**src/rtl/uart_sbrx_pkg.sv**
```systemverilog
`timescale 1ns/1ps
package uart_sbrx_pkg;
  localparam int DB_SHORT = 8;
  localparam int DB_LONG  = 9;

  typedef enum logic {FR_HUNT, FR_RECV} fr_state_t;

  function automatic int data_bits(input logic nine);
    return nine ? DB_LONG : DB_SHORT;
  endfunction

  // tick (from the start edge) of the final stop-bit sample
  function automatic int stop_tick(input logic nine, input int ovs);
    return (data_bits(nine) + 1) * ovs + ovs / 2 + 2;
  endfunction

  // number of consecutive high ticks forming an idle character
  function automatic int idle_ticks(input logic nine, input int ovs);
    return (data_bits(nine) + 2) * ovs;
  endfunction

  function automatic logic vote3(input logic a, input logic b, input logic c);
    return (a & b) | (a & c) | (b & c);
  endfunction
endpackage

```
**src/rtl/sbrx_frame.sv**
```systemverilog
`timescale 1ns/1ps
module sbrx_frame
  import uart_sbrx_pkg::*;
#(
  parameter int OVS   = 16,
  parameter int CNT_W = 8
) (
  input  logic               clk,
  input  logic               rst_n,
  input  logic               tick,
  input  logic               rxd,
  input  logic               nine,
  output logic               busy,
  output logic               start_evt,
  output logic               done,
  output logic [DB_LONG-1:0] data,
  output logic               stop_ok,
  output logic               addr_bit
);
  localparam int PH_W = $clog2(OVS);
  localparam int PH_A = OVS / 2;
  localparam int PH_B = OVS / 2 + 1;
  localparam int PH_C = OVS / 2 + 2;

  fr_state_t          st_q;
  logic [CNT_W-1:0]   cnt_q;
  logic               last_hi_q, s_a_q, s_b_q, nine_q;
  logic [DB_LONG-1:0] sh_q;
  logic               done_q, stop_ok_q, addr_q;
  logic [DB_LONG-1:0] data_q;

  logic [PH_W-1:0]       phase;
  logic [CNT_W-PH_W-1:0] bitn;
  logic                  vote;

  assign phase     = cnt_q[PH_W-1:0];
  assign bitn      = cnt_q[CNT_W-1:PH_W];
  assign vote      = vote3(s_a_q, s_b_q, rxd);
  assign start_evt = tick && (st_q == FR_HUNT) && !rxd && last_hi_q;
  assign busy      = (st_q == FR_RECV);

  always_ff @(posedge clk or negedge rst_n) begin
    if (!rst_n) begin
      st_q      <= FR_HUNT;
      cnt_q     <= '0;
      last_hi_q <= 1'b0;
      s_a_q     <= 1'b1;
      s_b_q     <= 1'b1;
      nine_q    <= 1'b0;
      sh_q      <= '0;
      done_q    <= 1'b0;
      stop_ok_q <= 1'b1;
      addr_q    <= 1'b0;
      data_q    <= '0;
    end else begin
      done_q <= 1'b0;
      if (tick) begin
        last_hi_q <= rxd;
        case (st_q)
          FR_HUNT: begin
            if (start_evt) begin
              st_q   <= FR_RECV;
              cnt_q  <= CNT_W'(1);
              nine_q <= nine;
              sh_q   <= '0;
            end
          end
          default: begin
            cnt_q <= cnt_q + 1'b1;
            if (phase == PH_W'(PH_A)) s_a_q <= rxd;
            if (phase == PH_W'(PH_B)) s_b_q <= rxd;
            if (phase == PH_W'(PH_C)) begin
              if (bitn == '0) begin
                if (vote) st_q <= FR_HUNT;   // false start
              end else if (int'(bitn) <= data_bits(nine_q)) begin
                sh_q[int'(bitn) - 1] <= vote;
              end else begin
                done_q    <= 1'b1;
                stop_ok_q <= vote;
                data_q    <= nine_q ? sh_q : {1'b0, sh_q[DB_SHORT-1:0]};
                addr_q    <= nine_q ? sh_q[DB_LONG-1] : sh_q[DB_SHORT-1];
                st_q      <= FR_HUNT;
              end
            end
          end
        endcase
      end
    end
  end

  assign done     = done_q;
  assign data     = data_q;
  assign stop_ok  = stop_ok_q;
  assign addr_bit = addr_q;

  // a character completes exactly at the stop-decision tick
  a_r2_done_at_stop_tick: assert property (@(posedge clk) disable iff (!rst_n)
    done_q |-> ($past(cnt_q) == CNT_W'(stop_tick($past(nine_q), OVS))));

  // a high start vote returns to hunting with no character
  a_r4_false_start: assert property (@(posedge clk) disable iff (!rst_n)
    (tick && busy && bitn == '0 && phase == PH_W'(PH_C) && vote)
      |=> (!busy && !done_q));
endmodule

```
**src/rtl/sbrx_idle.sv**
```systemverilog
`timescale 1ns/1ps
module sbrx_idle
  import uart_sbrx_pkg::*;
#(
  parameter int OVS   = 16,
  parameter int CNT_W = 8
) (
  input  logic clk,
  input  logic rst_n,
  input  logic tick,
  input  logic rxd,
  input  logic nine,
  input  logic after_stop,
  input  logic busy,
  input  logic start_evt,
  input  logic restart,
  output logic idle_evt
);
  logic [CNT_W-1:0] ones_q;
  logic             armed_q;
  logic             hold;
  logic             at_end;

  assign hold     = !rxd || (after_stop && busy);
  assign at_end   = (ones_q == CNT_W'(idle_ticks(nine, OVS) - 1));
  assign idle_evt = tick && armed_q && !hold && at_end && !restart;

  always_ff @(posedge clk or negedge rst_n) begin
    if (!rst_n) begin
      ones_q  <= '0;
      armed_q <= 1'b0;
    end else if (restart) begin
      ones_q  <= '0;
      armed_q <= 1'b1;
    end else if (tick) begin
      if (start_evt) armed_q <= 1'b1;
      if (hold) begin
        ones_q <= '0;
      end else if (armed_q) begin
        if (at_end) begin
          ones_q  <= '0;
          armed_q <= 1'b0;
        end else begin
          ones_q <= ones_q + 1'b1;
        end
      end
    end
  end

  // one idle event per idle period
  a_r7_idle_single: assert property (@(posedge clk) disable iff (!rst_n)
    idle_evt |=> !idle_evt);

  // counting deferred until the stop decision when selected
  a_r8_no_count_in_frame: assert property (@(posedge clk) disable iff (!rst_n)
    (after_stop && busy && tick && !restart) |=> (ones_q == '0));
endmodule

```
**src/rtl/sbrx_wake.sv**
```systemverilog
`timescale 1ns/1ps
module sbrx_wake
  import uart_sbrx_pkg::*;
(
  input  logic               clk,
  input  logic               rst_n,
  input  logic               frame_done,
  input  logic [DB_LONG-1:0] frame_data,
  input  logic               stop_ok,
  input  logic               addr_bit,
  input  logic               idle_evt,
  input  logic               wake_on_addr,
  input  logic               standby_set,
  input  logic               rd_data,
  input  logic               idle_ack,
  input  logic               ie_full,
  input  logic               ie_idle,
  input  logic               ie_err,
  output logic [DB_LONG-1:0] rx_data,
  output logic               rx_full,
  output logic               idle_flag,
  output logic               frame_err,
  output logic               standby,
  output logic               irq
);
  logic [DB_LONG-1:0] data_q;
  logic full_q, idle_q, ferr_q, sb_q;
  logic addr_wake, line_wake, accept, idle_note;

  assign addr_wake = frame_done && sb_q && wake_on_addr && addr_bit;
  assign line_wake = idle_evt && sb_q && !wake_on_addr;
  assign accept    = (frame_done && !sb_q) || addr_wake;
  assign idle_note = idle_evt && !sb_q;

  always_ff @(posedge clk or negedge rst_n) begin
    if (!rst_n) begin
      data_q <= '0;
      full_q <= 1'b0;
      idle_q <= 1'b0;
      ferr_q <= 1'b0;
      sb_q   <= 1'b0;
    end else begin
      if (standby_set)                 sb_q <= 1'b1;
      else if (addr_wake || line_wake) sb_q <= 1'b0;

      if (accept) begin
        data_q <= frame_data;
        full_q <= 1'b1;
        ferr_q <= !stop_ok;
      end else if (rd_data) begin
        full_q <= 1'b0;
        ferr_q <= 1'b0;
      end

      if (idle_note)     idle_q <= 1'b1;
      else if (idle_ack) idle_q <= 1'b0;
    end
  end

  assign rx_data   = data_q;
  assign rx_full   = full_q;
  assign idle_flag = idle_q;
  assign frame_err = ferr_q;
  assign standby   = sb_q;
  assign irq       = !sb_q && ((full_q & ie_full) | (idle_q & ie_idle) | (ferr_q & ie_err));

  // non-wake character in standby changes nothing
  a_r9_drop_in_standby: assert property (@(posedge clk) disable iff (!rst_n)
    (frame_done && standby && !(wake_on_addr && addr_bit))
      |=> ($stable(rx_data) && !$rose(rx_full) && !$rose(frame_err)));

  // address mark wakes and delivers
  a_r10_addr_wake: assert property (@(posedge clk) disable iff (!rst_n)
    (frame_done && standby && wake_on_addr && addr_bit && !standby_set)
      |=> (!standby && rx_full && rx_data == $past(frame_data)));

  // idle-line wake is silent
  a_r11_quiet_wake: assert property (@(posedge clk) disable iff (!rst_n)
    (idle_evt && standby && !wake_on_addr && !frame_done)
      |=> (!$rose(idle_flag) && !$rose(rx_full)));

  // low stop sample outside standby flags an error
  a_r5_ferr_set: assert property (@(posedge clk) disable iff (!rst_n)
    (frame_done && !standby && !stop_ok) |=> frame_err);
endmodule

```
**src/rtl/uart_standby_rx.sv**
```systemverilog
`timescale 1ns/1ps
module uart_standby_rx
  import uart_sbrx_pkg::*;
#(
  parameter int OVS = 16
) (
  input  logic       clk,
  input  logic       rst_n,
  input  logic       tick,
  input  logic       rxd,
  input  logic       nine_bit,
  input  logic       wake_on_addr,
  input  logic       idle_after_stop,
  input  logic       standby_set,
  input  logic       rd_data,
  input  logic       idle_ack,
  input  logic       ie_full,
  input  logic       ie_idle,
  input  logic       ie_err,
  output logic [8:0] rx_data,
  output logic       rx_full,
  output logic       idle_flag,
  output logic       frame_err,
  output logic       standby,
  output logic       irq
);
  localparam int CNT_W = $clog2(idle_ticks(1'b1, OVS) + 1);

  logic               busy, start_evt, done, stop_ok, addr_bit, idle_evt;
  logic [DB_LONG-1:0] fr_data;

  sbrx_frame #(.OVS(OVS), .CNT_W(CNT_W)) u_frame (
    .clk(clk), .rst_n(rst_n), .tick(tick), .rxd(rxd), .nine(nine_bit),
    .busy(busy), .start_evt(start_evt), .done(done), .data(fr_data),
    .stop_ok(stop_ok), .addr_bit(addr_bit)
  );

  sbrx_idle #(.OVS(OVS), .CNT_W(CNT_W)) u_idle (
    .clk(clk), .rst_n(rst_n), .tick(tick), .rxd(rxd), .nine(nine_bit),
    .after_stop(idle_after_stop), .busy(busy), .start_evt(start_evt),
    .restart(standby_set), .idle_evt(idle_evt)
  );

  sbrx_wake u_wake (
    .clk(clk), .rst_n(rst_n), .frame_done(done), .frame_data(fr_data),
    .stop_ok(stop_ok), .addr_bit(addr_bit), .idle_evt(idle_evt),
    .wake_on_addr(wake_on_addr), .standby_set(standby_set),
    .rd_data(rd_data), .idle_ack(idle_ack), .ie_full(ie_full),
    .ie_idle(ie_idle), .ie_err(ie_err), .rx_data(rx_data),
    .rx_full(rx_full), .idle_flag(idle_flag), .frame_err(frame_err),
    .standby(standby), .irq(irq)
  );

  // standby masks the interrupt
  a_r12_irq_masked: assert property (@(posedge clk) disable iff (!rst_n)
    standby |-> !irq);
endmodule

```
**config.mk**
```make
export PLATFORM = sky130hd
export DESIGN_NAME = uart_standby_rx
export DESIGN_NICKNAME = d
export VERILOG_FILES = /design/src/rtl/uart_sbrx_pkg.sv /design/src/rtl/sbrx_frame.sv /design/src/rtl/sbrx_idle.sv /design/src/rtl/sbrx_wake.sv /design/src/rtl/uart_standby_rx.sv
export SDC_FILE = /design/constraint.sdc
export NUM_CORES = 1
export LEC_CHECK = 0
export ABC_CLOCK_PERIOD_IN_PS = 2350
export BUFFER_PORTS_ARGS = -buffer_cell sky130_fd_sc_hd__buf_2
export CORE_MARGIN = 2
export CORE_UTILIZATION = 55
export CTS_CLUSTER_DIAMETER = 120
export DETAILED_ROUTE_END_ITERATION = 10
export GPL_TIMING_DRIVEN = 0
export PLACE_DENSITY = 0.83
export SYNTH_ARGS = -nofsm -noshare
export SYNTH_HDL_FRONTEND = slang
export SYNTH_SLANG_ARGS = --single-unit
export TNS_END_PERCENT = 20
```
**constraint.sdc**
```tcl
create_clock -name clk -period 2.35 [get_ports clk]
set_input_delay 0.1175 -clock clk [delete_from_list [all_inputs] [get_ports clk]]
set_output_delay 0.1175 -clock clk [all_outputs]
set_load 0.01 [all_outputs]
```
==> flow_results.org, run 1 <==
** Timing
- Max Transition Viols Final :: 0
- In the final timing run, aggregate negative setup slack is 0 ps.
- The number of hold violations in the final report is 0.
- At the pin with the least slew margin, the transition time is 1220 ps.
- Across all hold checks on the routed design, the worst slack comes to around 11 ps.
- RSZ-0062 raised after global routing :: no
- The worst pin sits at a relative slew slack of 18.4%.
- Endpoints failing setup :: 0
- The clock arrives with roughly 7.3 ps of skew.
- The worst path uses 91.0% of the clock period.
- Tmin final :: 2140 ps
- Top achievable clock speed :: between 400 and 500 MHz

** Synthesis
- Fraction of the yosys area taken by sequential cells :: 51.2%
- Count of different cell masters after synthesis :: 57
- Top post-synthesis cells by area :: sky130_fd_sc_hd__dfrtp_1, sky130_fd_sc_hd__mux2_2, sky130_fd_sc_hd__o21ai_0
- The synthesized design contains 0 enable-type register cells.
- The cell count after synthesis came out at ~250.
- Post-Syn Area per Cell :: 11.0 sq um
- The commonest cells after synthesis are sky130_fd_sc_hd__dfrtp_1, sky130_fd_sc_hd__nand2_1, sky130_fd_sc_hd__mux2_2, sky130_fd_sc_hd__o21ai_0, sky130_fd_sc_hd__inv_1.
- For this run, asynchronously set or reset flops after synthesis account for between 90% and 100%.
- Among all flip-flop cells after synthesis, the most frequent one is sky130_fd_sc_hd__dfrtp_1.
- Yosys synthesis warning count :: 0
- Cell accounting for the most synthesized area :: sky130_fd_sc_hd__dfrtp_1
- Synthesis produced a netlist with a net count of 268.
- Counting flops and latches in the post-synthesis netlist gives 56.
- Proportion of netlist area held by the largest area contributor :: 48.3%
- Area of the mapped netlist :: roughly 2700 sq um
- The most common cell in the synthesized netlist is sky130_fd_sc_hd__dfrtp_1.

** Detailed routing
- For this block, the initial DRC count from the detailed router was roughly 130.
- DR DRC count :: 0
- Detailed routing inserted a total of 2001 vias.
- The first TritonRoute pass finished after 5 iterations.
- Via-per-instance ratio :: 5.70
- In the final routed layout, each cell accounts on average for 15.0 um.
- Antenna viol nets, final :: 0
- Detailed Route WL :: 5250 um

** Global route
- The via count of the first global-routing pass is roughly 2000.
- Maximum number of pins on one net before global-route repair :: 57
- The number of antenna violations at the first check in global routing came to 0.
- Total overflow reported by the global router :: 0
- The first global-routing pass estimated between 9000 and 10000 um of wire.
- Global-route usage over all layers :: 21.3%

** CTS
- Number of buffers created by CTS :: 5
- Later-pin clock latency in the skew report :: 310 ps
- Sinks on Clock Net :: between 50 and 60
- In this run the number of H-tree levels came out at 2.
- The tree is rooted in a sky130_fd_sc_hd__clkbuf_8.
- After clock tree synthesis, the repair step resized 0 gates.
- Clock edge transition at the registers on the reported setup and hold paths :: 100 ps
- Number of buffers between clock root and the deepest sink :: 2
- Buffers added to address setup during post-CTS repair amount to 0.
- TritonCTS built the clock tree.

** Setup path
- The endpoint identified for the worst register-to-register timing path is u_frame.data[3].
- Data on the critical path arrives at its endpoint at between 2000 and 2500 ps.
- Critical setup path kind :: register to register
- CP endpoint kind :: register
- The setup check on the worst reg-to-reg path leaves a slack of 210 ps.
- At the worst endpoint, the required time is 2550 ps.
- In this run the worst path has a maximum fanout of 10.
- The startpoint identified for the worst register-to-register timing path is u_frame.cnt_q[4].
- The number of cells on the worst reg-to-reg path is 7.
- STA classifies the critical path startpoint as a register.

** Cells and area
- The area growth from synthesis to layout is 11.6%.
- Total of fill cells in the finished design :: ~400
- In the final layout, the share of cells above drive strength 1 is 26.4%.
- The net count of the finished layout is 302.
- Number of inserted diodes :: 0
- The multi-input combinational cells in the finished layout cover a total of 1230 sq um.
- Sequential Area :: 1410 sq um

** Power
- Share of power burned in the clock network :: 22.6%
- Int Pwr :: 1.52 mW
- Reported leakage power :: 1.40 nW
- Total power divided by cell area :: 758 nW/um^2
- Sw Pwr :: 0.798 mW
- Sequential fraction of design power :: 51.9%
- IR analysis of the VDD net gives a maximum drop of 0.000344 V.
- Of the total power, the share spent switching nets is about a third.
- Part of the power in combinational logic :: ~26%

** Floorplan
- Horizontal die dimension :: 74.7 um
- Boundary Pins :: 27
- The initial utilization of the core area, before any placement, comes to 57.8%.
- The die covers 5570 sq um.
- Core Region :: roughly 4800 sq um
- Site row count :: 25
- The die is ~75 um tall.

** Place
- Detailed placement ended at an HPWL of 3750 um.
- The count of buffers added on input and output ports is 25.
- At the end of routability-driven placement, the weighted congestion stood at 0.857.

** Run status
- The run finished with clean final reports.

** Hold path
- Hold crit path type :: primary input to register
- The worst hold path begins at rd_data.
- Hold Path Stages :: 2
- The path with the worst hold slack has its endpoint at u_wake.rx_full.

** Job
- Max Cap Viol :: 0
metal layers:
metal | global-route usage, % | part of all wire, % | routed length (um) | vias up
met5 | 0 | 0 | 0 | -
met4 | 4.17 | 0.44 | 23 | 0
met3 | 4.02 | 2.8 | 148 | 2
met2 | 37.8 | 51 | 2700 | 34
met1 | 27.4 | 45 | 2380 | 982
li1 | - | - | - | 983
placed cells by master (no fill, tap or decap), types with 2 or more instances in the layout:
cell type,synthesis,routed
sky130_fd_sc_hd__o2111ai_2,2,2
sky130_fd_sc_hd__nand3_1,9,9
sky130_fd_sc_hd__nand2_1,25,25
sky130_fd_sc_hd__dfstp_2,3,3
sky130_fd_sc_hd__xor2_1,3,3
sky130_fd_sc_hd__nand3b_1,2,2
sky130_fd_sc_hd__a21bo_2,2,2
sky130_fd_sc_hd__dfrtp_1,53,53
sky130_fd_sc_hd__o32ai_1,2,2
sky130_fd_sc_hd__nor3_1,7,7
sky130_fd_sc_hd__o2111ai_1,2,2
sky130_fd_sc_hd__dlygate4sd3_1,0,2
sky130_fd_sc_hd__clkbuf_1,3,4
sky130_fd_sc_hd__or4_1,2,2
sky130_fd_sc_hd__o21ai_0,19,19
sky130_fd_sc_hd__and3_1,3,3
sky130_fd_sc_hd__inv_1,12,12
sky130_fd_sc_hd__nand2b_1,3,3
sky130_fd_sc_hd__o311ai_0,6,6
sky130_fd_sc_hd__buf_2,5,30
sky130_fd_sc_hd__nor2_1,10,10
sky130_fd_sc_hd__nand4_1,4,4
sky130_fd_sc_hd__o22ai_1,3,3
sky130_fd_sc_hd__clkbuf_8,1,6
sky130_fd_sc_hd__ha_1,6,6
sky130_fd_sc_hd__a21oi_1,6,6
sky130_fd_sc_hd__xnor2_1,2,2
sky130_fd_sc_hd__mux2_2,21,21
sky130_fd_sc_hd__and4b_1,2,2
sky130_fd_sc_hd__o31ai_1,2,2
sky130_fd_sc_hd__a31oi_1,2,2
cell families after synthesis:
logic type | count (synthesis) | synth area share (%)
buf+inv | 23 | 4.15
xor+xnor | 5 | 1.59
flops | 56 | 51.2
compound gates | 55 | 14.8
fa+ha+maj | 7 | 3.10
mux | 22 | 8.98
simple gates | 81 | 16.2
how the worst max path moves through the flow:
stage	start	endpoint	slack, ps	cells past startpoint
after global routing	u_frame.cnt_q[4]	u_frame.data[1]	50	7
after CTS	u_frame.cnt_q[4]	u_frame.data[3]	220	7
final	u_frame.cnt_q[4]	u_frame.data[3]	210	7
after global placement	u_frame.cnt_q[4]	u_frame.data[3]	280	7
after floorplan	u_frame.cnt_q[4]	u_frame.data[0]	520	7
after detailed placement	u_frame.cnt_q[4]	u_frame.data[3]	230	7
registers in the layout, indices dropped and copies added (netlist names):
| signal | count |
|---|---|
| u_frame.done | 1 |
| u_frame.cnt_q | 8 |
| u_frame.stop_ok | 1 |
| u_frame.nine_q | 1 |
| u_frame.addr_bit | 1 |
| u_frame.sh_q | 9 |
| u_frame.s_b_q | 1 |
| u_idle.ones_q | 8 |
| u_frame.last_hi_q | 1 |
| u_wake.idle_flag | 1 |
| u_frame.busy | 1 |
| u_idle.armed_q | 1 |
| u_wake.standby | 1 |
| u_wake.frame_err | 1 |
| u_frame.s_a_q | 1 |
| u_wake.rx_data | 9 |
| u_frame.data | 9 |
| u_wake.rx_full | 1 |
power groups by stage:
| stage | sequential [mW] | combinational (mW) | clock (mW) |
|---|---|---|---|
| global route | 1.23 | 0.674 | 0.573 |
| CTS | 1.20 | 0.593 | 0.535 |
| finish | 1.21 | 0.592 | 0.524 |
| global placement | 1.21 | 0.556 | 0 |
| detailed placement | 1.22 | 0.584 | 0 |
| floorplan | 1.19 | 0.447 | 0 |
stage by stage:
| stage | util (%) | total power, mW | worst slack [ps] | cells | cell area (sq um) |
|---|---|---|---|---|---|
| after floorplan | - | 1.63 | 521 | 249 | 2750 |
| after global placement | 62.2 | 1.77 | 282 | 341 | 2960 |
| after detailed placement | 62.2 | 1.81 | 235 | 341 | 2960 |
| after CTS | 64.4 | 2.33 | 219 | 351 | 3060 |
| after global routing | 64.4 | 2.48 | 53.5 | 351 | 3060 |
| final | 64.4 | 2.32 | 212 | 351 | 3060 |
final cells by class:
| class | count | share of cell area (%) |
|---|---|---|
| repair buffers | 27 | 4.74 |
| plain buffers | 11 | 2.25 |
| multi-input cells | 170 | 40.1 |
| clock inverters | 2 | 0.531 |
| flip-flops and latches | 56 | 45.9 |
| inverters | 12 | 1.47 |
| clock buffers | 6 | 2.37 |
| well taps | 67 | 2.74 |
timing repair:
| item | CTS | global route |
|---|---|---|
| hold buffers | 2 | 0 |
| hold endpoints to repair | 2 | 0 |
| endpoints found under the setup margin | 0 | 0 |
critical path: stages, from the launching register on:
cell and delay, ps:
sky130_fd_sc_hd__dfrtp_1 360, sky130_fd_sc_hd__buf_2 220, sky130_fd_sc_hd__inv_1 150, sky130_fd_sc_hd__ha_1 300
sky130_fd_sc_hd__nor2_1 60, sky130_fd_sc_hd__o2111ai_2 350, sky130_fd_sc_hd__buf_4 260, sky130_fd_sc_hd__mux2_2 340
Power figures use the tool's default switching activity.
==> run 2: changes to the inputs <==
--- a/config.mk
+++ b/config.mk
@@ -7,6 +7,7 @@
 export LEC_CHECK = 0
 export ABC_CLOCK_PERIOD_IN_PS = 2350
 export BUFFER_PORTS_ARGS = -buffer_cell sky130_fd_sc_hd__buf_2
+export CORE_ASPECT_RATIO = 0.75
 export CORE_MARGIN = 2
 export CORE_UTILIZATION = 55
 export CTS_CLUSTER_DIAMETER = 120
==> run 2 against run 1 <==
Compared with the run above: final cell count fell by 2.0%; clock skew rose by 4.0 ps; first-iteration DRC count is 11% higher; global-route usage decreased by 2.3 points.
==> flow_results.org, run 2 (same netlist as run 1, synthesis figures left out) <==
** Run status
- Status :: finished, final reports clean

** Floorplan
- Core Region :: 4840 sq um
- Boundary Pins :: 27
- In this run the horizontal extent of the chip is 85.6 um.
- The floorplan has 22 rows.
- The floorplan step set the die height to 65.2 um.
- Die footprint :: 5580 sq um
- Once the floorplan was initialized, standard cells occupied 56.7% of the core.

** Detailed routing
- After detailed routing, the number of remaining DRC violations is 0.
- In the routed layout, each cell is associated on average with a via count of between 5 and 6.
- Routed len/inst :: between 10 and 15 um
- Detailed Route WL :: 4980 um
- Via count :: 2016
- The count of nets left with antenna violations once routing finished came out at 0.
- Pre-antenna DRT Iters :: 6
- First-iteration detailed-routing DRC count :: 139

** Timing
- The count of pins over their slew limit came to 0.
- After layout, the worst path uses about nine tenths of the clock period.
- Headroom to the max-slew limit came out at 20.6%.
- On the final layout, the worst clock skew is about 11 ps.
- Timing would allow up to approximately 470 MHz.
- Number of hold violations in the final report :: 0
- Setup repair after global routing left no endpoint under its margin.
- For the pin with the worst max-slew slack, the measured transition is 1190 ps.
- In the final timing run, aggregate negative setup slack is 0 ps.
- Tmin final :: roughly 2100 ps
- Endpoints failing setup :: 0

** Global route
- For met3 alone, demand over resource in global routing was 3.89%.
- Summed over all layers, the global routing overflow is 0.
- Global Route met1 Usage :: between 20% and 30%
- The via count of the first global-routing pass was 1878.
- Fraction of met2 tracks used by global routing :: 30.0%
- Maximum number of pins on one net before global-route repair :: 57
- Global routing consumed, over all layers together, roughly a fifth of the routing resources.
- The number of antenna violations at the first check in global routing is 0.
- After global routing, the most crowded layer is met2.
- Global-route wire length before repair :: 8390 um

** CTS
- Number of buffers between clock root and the deepest sink :: 2
- The number of clock buffers added by TritonCTS is 5.
- CTS tree :: built
- The tree is rooted in a sky130_fd_sc_hd__clkbuf_8.
- In this run, post-CTS hold repair placed 2 buffers.
- H-tree level count :: 2
- After clock tree synthesis, the clock-pin slew on the worst setup and hold paths is 100 ps.
- The later pin in the worst-skew pair is clocked with a latency of between 300 and 400 ps.
- Once the clock tree was built, the setup fixing pass inserted 0 buffers.
- Number of gates resized after CTS :: 0
- The clock drives 56 sinks.

** Place
- In this run the cell area measured after placement is between 2000 and 3000 sq um.
- Sum of net half-perimeters after detailed placement :: 3580 um
- Routability congestion estimate :: 0.902
- Count of port buffers added during placement :: 25

** Power
- The design draws 2.32 mW.
- For this design the static power due to leakage is roughly 1.4 nW.
- In this run the power density over the cells is 758 nW/um^2.
- Peak supply drop :: 0.000609 V

** Cells and area
- Across the whole layout, storage elements account for 1410 sq um.
- P&R area growth vs syn :: 11.4%
- The net count of the finished layout is between 300 and 400.
- Of the cells placed in the final design, the portion with a size suffix greater than 1 is 26.8%.
- After routing the design area is 3060 sq um.
- The repair_antennas step left the layout with diodes totalling 0.
- Fill cells in the final layout number 402.
- In the layout the commonest cells are sky130_fd_sc_hd__dfrtp_1, sky130_fd_sc_hd__buf_2, sky130_fd_sc_hd__nand2_1, sky130_fd_sc_hd__mux2_2, sky130_fd_sc_hd__o21ai_0.
- Most common library cell in the layout ignoring fill and taps :: sky130_fd_sc_hd__dfrtp_1
- In the final layout, the multi-input gates occupy 1230 sq um.

** Setup path
- In this run the worst path has a maximum fanout of 10.
- Broken down by cell family, the worst path's largest delay share belongs to buffers and inverters.
- For flop-to-flop paths, the worst setup slack is 220 ps.
- The critical path in this run is classified as register to register.
- The number of buffers and inverters on the critical path is 3.
- Startpoint type of the worst setup path :: register
- Among all stages on the critical path, the largest delay is contributed by sky130_fd_sc_hd__o2111ai_2.
- Data on the critical path arrives at its endpoint at 2330 ps.
- CP endpoint kind :: register
- Crit-path cells :: buf_2 -> inv_1 -> ha_1 -> nor2_1 -> o2111ai_2 -> buf_4 -> mux2_2
- Highest cell delay on the worst timing path :: 370 ps
- For the worst setup path, the data required time is 2560 ps.

** Hold path
- The path class of the tightest hold or removal check is primary input to register.

** Job
- Max Cap Viol :: 0
## run 2: cell types whose count changed in the layout (fill, tap and decap cells not counted), sizes merged
cell | before | now
clkbuf | 10 | 9
inv | 12 | 14
clkinv | 1 | 0
## run 2: path summary, 6_finish.rpt
kind | startpoint | to | cells after the start
hold reg to reg | u_frame.data[8] | u_frame.data[8] | 2
setup / recovery | u_frame.cnt_q[4] | u_frame.data[0] | 7
min in group asynchronous | rst_n | u_idle.ones_q[2] | 1
setup reg to reg | u_frame.cnt_q[4] | u_frame.data[0] | 7
hold / removal | rd_data | u_wake.rx_full | 2
max in group asynchronous | rst_n | u_frame.sh_q[7] | 1
## run 2: final cells by class
type,count,area share [%]
flip-flops and latches,56,45.9
plain buffers,11,2.25
inverters,12,1.47
clock inverters,3,0.818
multi-input cells,170,40.1
well taps,60,2.45
repair buffers,27,4.74
clock buffers,5,2.25
## run 2: per-stage QoR
| step | instances | hold WS [ps] | utilization (%) | setup slack (ps) |
|---|---|---|---|---|
| final | 344 | 8.75 | 63.2 | 224 |
| after global routing | 344 | 26.9 | 63.2 | 69.7 |
| after CTS | 344 | 4.31 | 63.2 | 214 |
| after detailed placement | 334 | 315 | 60.8 | 219 |
| after global placement | 334 | 316 | 60.8 | 280 |
| after floorplan | 249 | -178 | - | 521 |
## run 2: worst reg2reg max path, cell delays in order, from the launching register on
cell and delay [ps]:
sky130_fd_sc_hd__dfrtp_1 350, sky130_fd_sc_hd__buf_2 210, sky130_fd_sc_hd__inv_1 140, sky130_fd_sc_hd__ha_1 300
sky130_fd_sc_hd__nor2_1 60, sky130_fd_sc_hd__o2111ai_2 370, sky130_fd_sc_hd__buf_4 260, sky130_fd_sc_hd__mux2_2 340
## run 2: power breakdown
group	leakage (nW)	switching [mW]	internal, mW
logic	0.618	0.365	0.222
clock network	0.0452	0.314	0.218
registers	0.740	0.111	1.09
## run 2: layer usage
metal / vias up / share of wire [%]
li1: 991 / -
met1: 967 / 49
met2: 53 / 45
met3: 5 / 5.5
met4: 0 / 1.0
met5: - / 0
==> run 3: changes to the inputs <==
--- a/config.mk
+++ b/config.mk
@@ -6,14 +6,15 @@
 export NUM_CORES = 1
 export LEC_CHECK = 0
 export ABC_CLOCK_PERIOD_IN_PS = 2350
-export BUFFER_PORTS_ARGS = -buffer_cell sky130_fd_sc_hd__buf_2
+export CAP_MARGIN = 10
 export CORE_ASPECT_RATIO = 0.75
 export CORE_MARGIN = 2
-export CORE_UTILIZATION = 55
+export CORE_UTILIZATION = 53
 export CTS_CLUSTER_DIAMETER = 120
 export DETAILED_ROUTE_END_ITERATION = 10
+export DONT_BUFFER_PORTS = 1
 export GPL_TIMING_DRIVEN = 0
-export PLACE_DENSITY = 0.83
+export PLACE_DENSITY = 0.76
 export SYNTH_ARGS = -nofsm -noshare
 export SYNTH_HDL_FRONTEND = slang
 export SYNTH_SLANG_ARGS = --single-unit
==> run 3 against run 2 <==
Compared with the run above: via count down 3.7%; routed wire length up 2.8%; largest power group unchanged; critical path depth unchanged; clock skew down 4.7 ps; combinational power up 1%; sequential share of layout area up 0.72 points; final cell count down 5.5%; design area down 1.6%.
==> flow_results.org, run 3 (same netlist as run 1, synthesis figures left out) <==
** Detailed routing
- In this run the remaining antenna-violating nets after routing total 0.
- DR DRC count :: 0
- After detailed routing, the number of vias per cell comes to 5.97.
- Routed len/inst :: 15.8 um
- For this run, the detailed router's first-pass iteration total came to 4.
- Across all layers, the routed design uses 1941 vias.
- First-iteration detailed-routing DRC count :: 134
- For this block, the routed nets add up to 5120 um of wire.

** Timing
- Setup violations remaining at the end of the flow were counted as 0.
- The worst pin sits at a relative slew slack of 57.9%.
- Top achievable clock speed :: around 480 MHz
- Final worst setup slack :: 246 ps
- Slew @ Worst Pin :: approximately 630 ps
- Counting I/O delays and the setup requirement, the final critical path takes 2100 ps.
- Final worst clock skew :: approximately 6.6 ps
- Sum of negative setup slack :: 0 ps
- Max Transition Viols Final :: 0
- Setup repair after global routing left no endpoint under its margin.
- The number of hold violations in the final report came to 0.
- Of the available clock period, the critical path in the final layout requires 89.5%.
- Hold is met by roughly 110 ps.

** CTS
- TritonCTS created 5 clock buffers.
- Clock edge transition at the registers on the reported setup and hold paths :: 100 ps
- The tree is rooted in a sky130_fd_sc_hd__clkbuf_8.
- Number of buffers between clock root and the deepest sink :: 2
- At the later pin of the worst-skew pair, clock insertion delay measures 320 ps.
- For this design, the sink count on the clock tree is 56.
- The H-tree generated during clock tree synthesis spans 2 levels.
- CTS tree :: built

** Global route
- The number of antenna violations at the first check in global routing was 0.
- Entering global routing, the biggest net connects 57 pins.
- The via count of the first global-routing pass came to approximately 1900.
- The first global-routing pass estimated 8710 um of wire.
- Global-route usage over all layers :: 19.6%
- After global routing the overflow that remains totals 0.

** Job
- Max Cap Viol :: 0

** Setup path
- Critical-path cell with the highest stage delay :: sky130_fd_sc_hd__dfrtp_1
- In this design, the stage delay of the slowest critical-path cell is 350 ps.
- Startpoint type of the worst setup path :: register
- Critical setup path kind :: register to register
- Critical Path AT :: 2310 ps
- Crit-path cells :: buf_2 -> inv_1 -> ha_1 -> nor2_1 -> o2111ai_2 -> buf_4 -> mux2_2
- At the worst endpoint, the required time is 2560 ps.
- CP endpoint kind :: register
- Of all nets on the critical path, the largest fanout is 10.

** Cells and area
- Final core occ :: 60.8%
- Number of inserted diodes :: 0
- Of the cells placed in the final design, the portion with a size suffix greater than 1 is between 10% and 20%.
- The finished cells cover 3010 sq um.
- Fill cells in the final layout number 400.
- The final layout contains between 200 and 300 nets.
- Fin cells :: around 330
- The area growth from synthesis to layout is 9.70%.
- The library cell used most frequently in the layout, excluding fill and tap cells, is sky130_fd_sc_hd__dfrtp_1.
- Leaving out fill and tap cells, the most frequent cells in the layout are sky130_fd_sc_hd__dfrtp_1, sky130_fd_sc_hd__nand2_1, sky130_fd_sc_hd__mux2_2, sky130_fd_sc_hd__o21ai_0, sky130_fd_sc_hd__inv_1.

** Place
- Including well taps, the total number of placed cells is 309.
- Sum of net half-perimeters after detailed placement :: 3580 um
- Cell area reported after detailed placement :: 2820 sq um
- Input and output buffers added on the ports amount to 0.
- Routability-driven placement finished with a final weighted congestion of roughly 0.85.
- Setup WS pre-CTS :: 246 ps

** Hold path
- The worst hold path belongs to the class primary input to register.

** Floorplan
- The core region is about 5000 sq um.
- Die footprint :: 5780 sq um
- For this design the top-level I/O count stands at 27.
- The initialized floorplan defines 22 standard-cell rows.
- Initial core utilization :: 55.4%
- Measured along the x axis, the die boundary spans 87.1 um.
- Measured along the y axis, the die boundary spans 66.3 um.

** Power
- Across the VDD grid, the largest voltage drop is 0.000418 V.
- In this run the power density over the cells is 778 nW/um^2.
- Reported leakage power :: between 1 and 1.5 nW
- Overall power consumption :: 2.34 mW

** Run status
- The run finished with clean final reports.
-- run 3: changes by cell type in the layout (fill, tap and decap cells not counted) --
cell / change
sky130_fd_sc_hd__buf_16: +1
sky130_fd_sc_hd__buf_2: -25
sky130_fd_sc_hd__dlygate4sd3_1: +5
-- run 3: what timing repair did --
item / CTS / global route
hold endpoints to repair: 65 / 0
gates resized for setup: 0 / 0
hold buffers: 8 / 0
buffers inserted: 0 / 0
-- run 3: final cells by class --
cell class / instances / area (sq um) / area share [%]
Inverter: 12 / 45.0 / 1.50
Timing Repair Buffer: 8 / 97.6 / 3.24
Sequential cell: 56 / 1410 / 46.6
Tap cell: 60 / 75.1 / 2.49
Buffer: 11 / 68.8 / 2.28
Clock inverter: 3 / 25.0 / 0.831
Multi-Input combinational cell: 170 / 1230 / 40.7
Clock buffer: 5 / 68.8 / 2.28
-- run 3: per-layer routing --
layer | global-route usage [%] | part of all wire [%] | wire length, um | vias up
li1 | - | - | - | 947
met1 | 28.9 | 52 | 2650 | 947
met2 | 27.7 | 42 | 2170 | 39
met3 | 4.12 | 4.2 | 214 | 8
met4 | 8.85 | 1.7 | 88 | 0
met5 | 0 | 0 | 0 | -
-- run 3: report_power, final --
group          switching [mW]  internal (mW)  total, mW
Clock                   0.335          0.218      0.553
Combinational           0.368          0.227      0.595
Sequential              0.108           1.09       1.20
Total                   0.811           1.53       2.34
-- run 3: path summary, 6_finish.rpt --
kind	start	end	slack, ps	cells past startpoint
max	u_frame.cnt_q[4]	u_frame.data[2]	250	7
max reg2reg	u_frame.cnt_q[4]	u_frame.data[2]	250	7
min reg2reg	u_frame.data[8]	u_frame.data[8]	490	2
min in group asynchronous	rst_n	u_idle.ones_q[0]	290	2
min	tick	u_frame.last_hi_q	110	2
max in group asynchronous	rst_n	u_frame.stop_ok	1750	2
-- run 3: worst max-delay path: cells and delay by family, from the launching register on --
kind,cells,cell delay (ps)
buffers and inverters,3,610
flip-flops,1,350
multiplexers,1,340
AO/OA/AOI/OAI,1,330
adder cells (fa/ha/maj),1,300
AND/OR/NAND/NOR,1,60
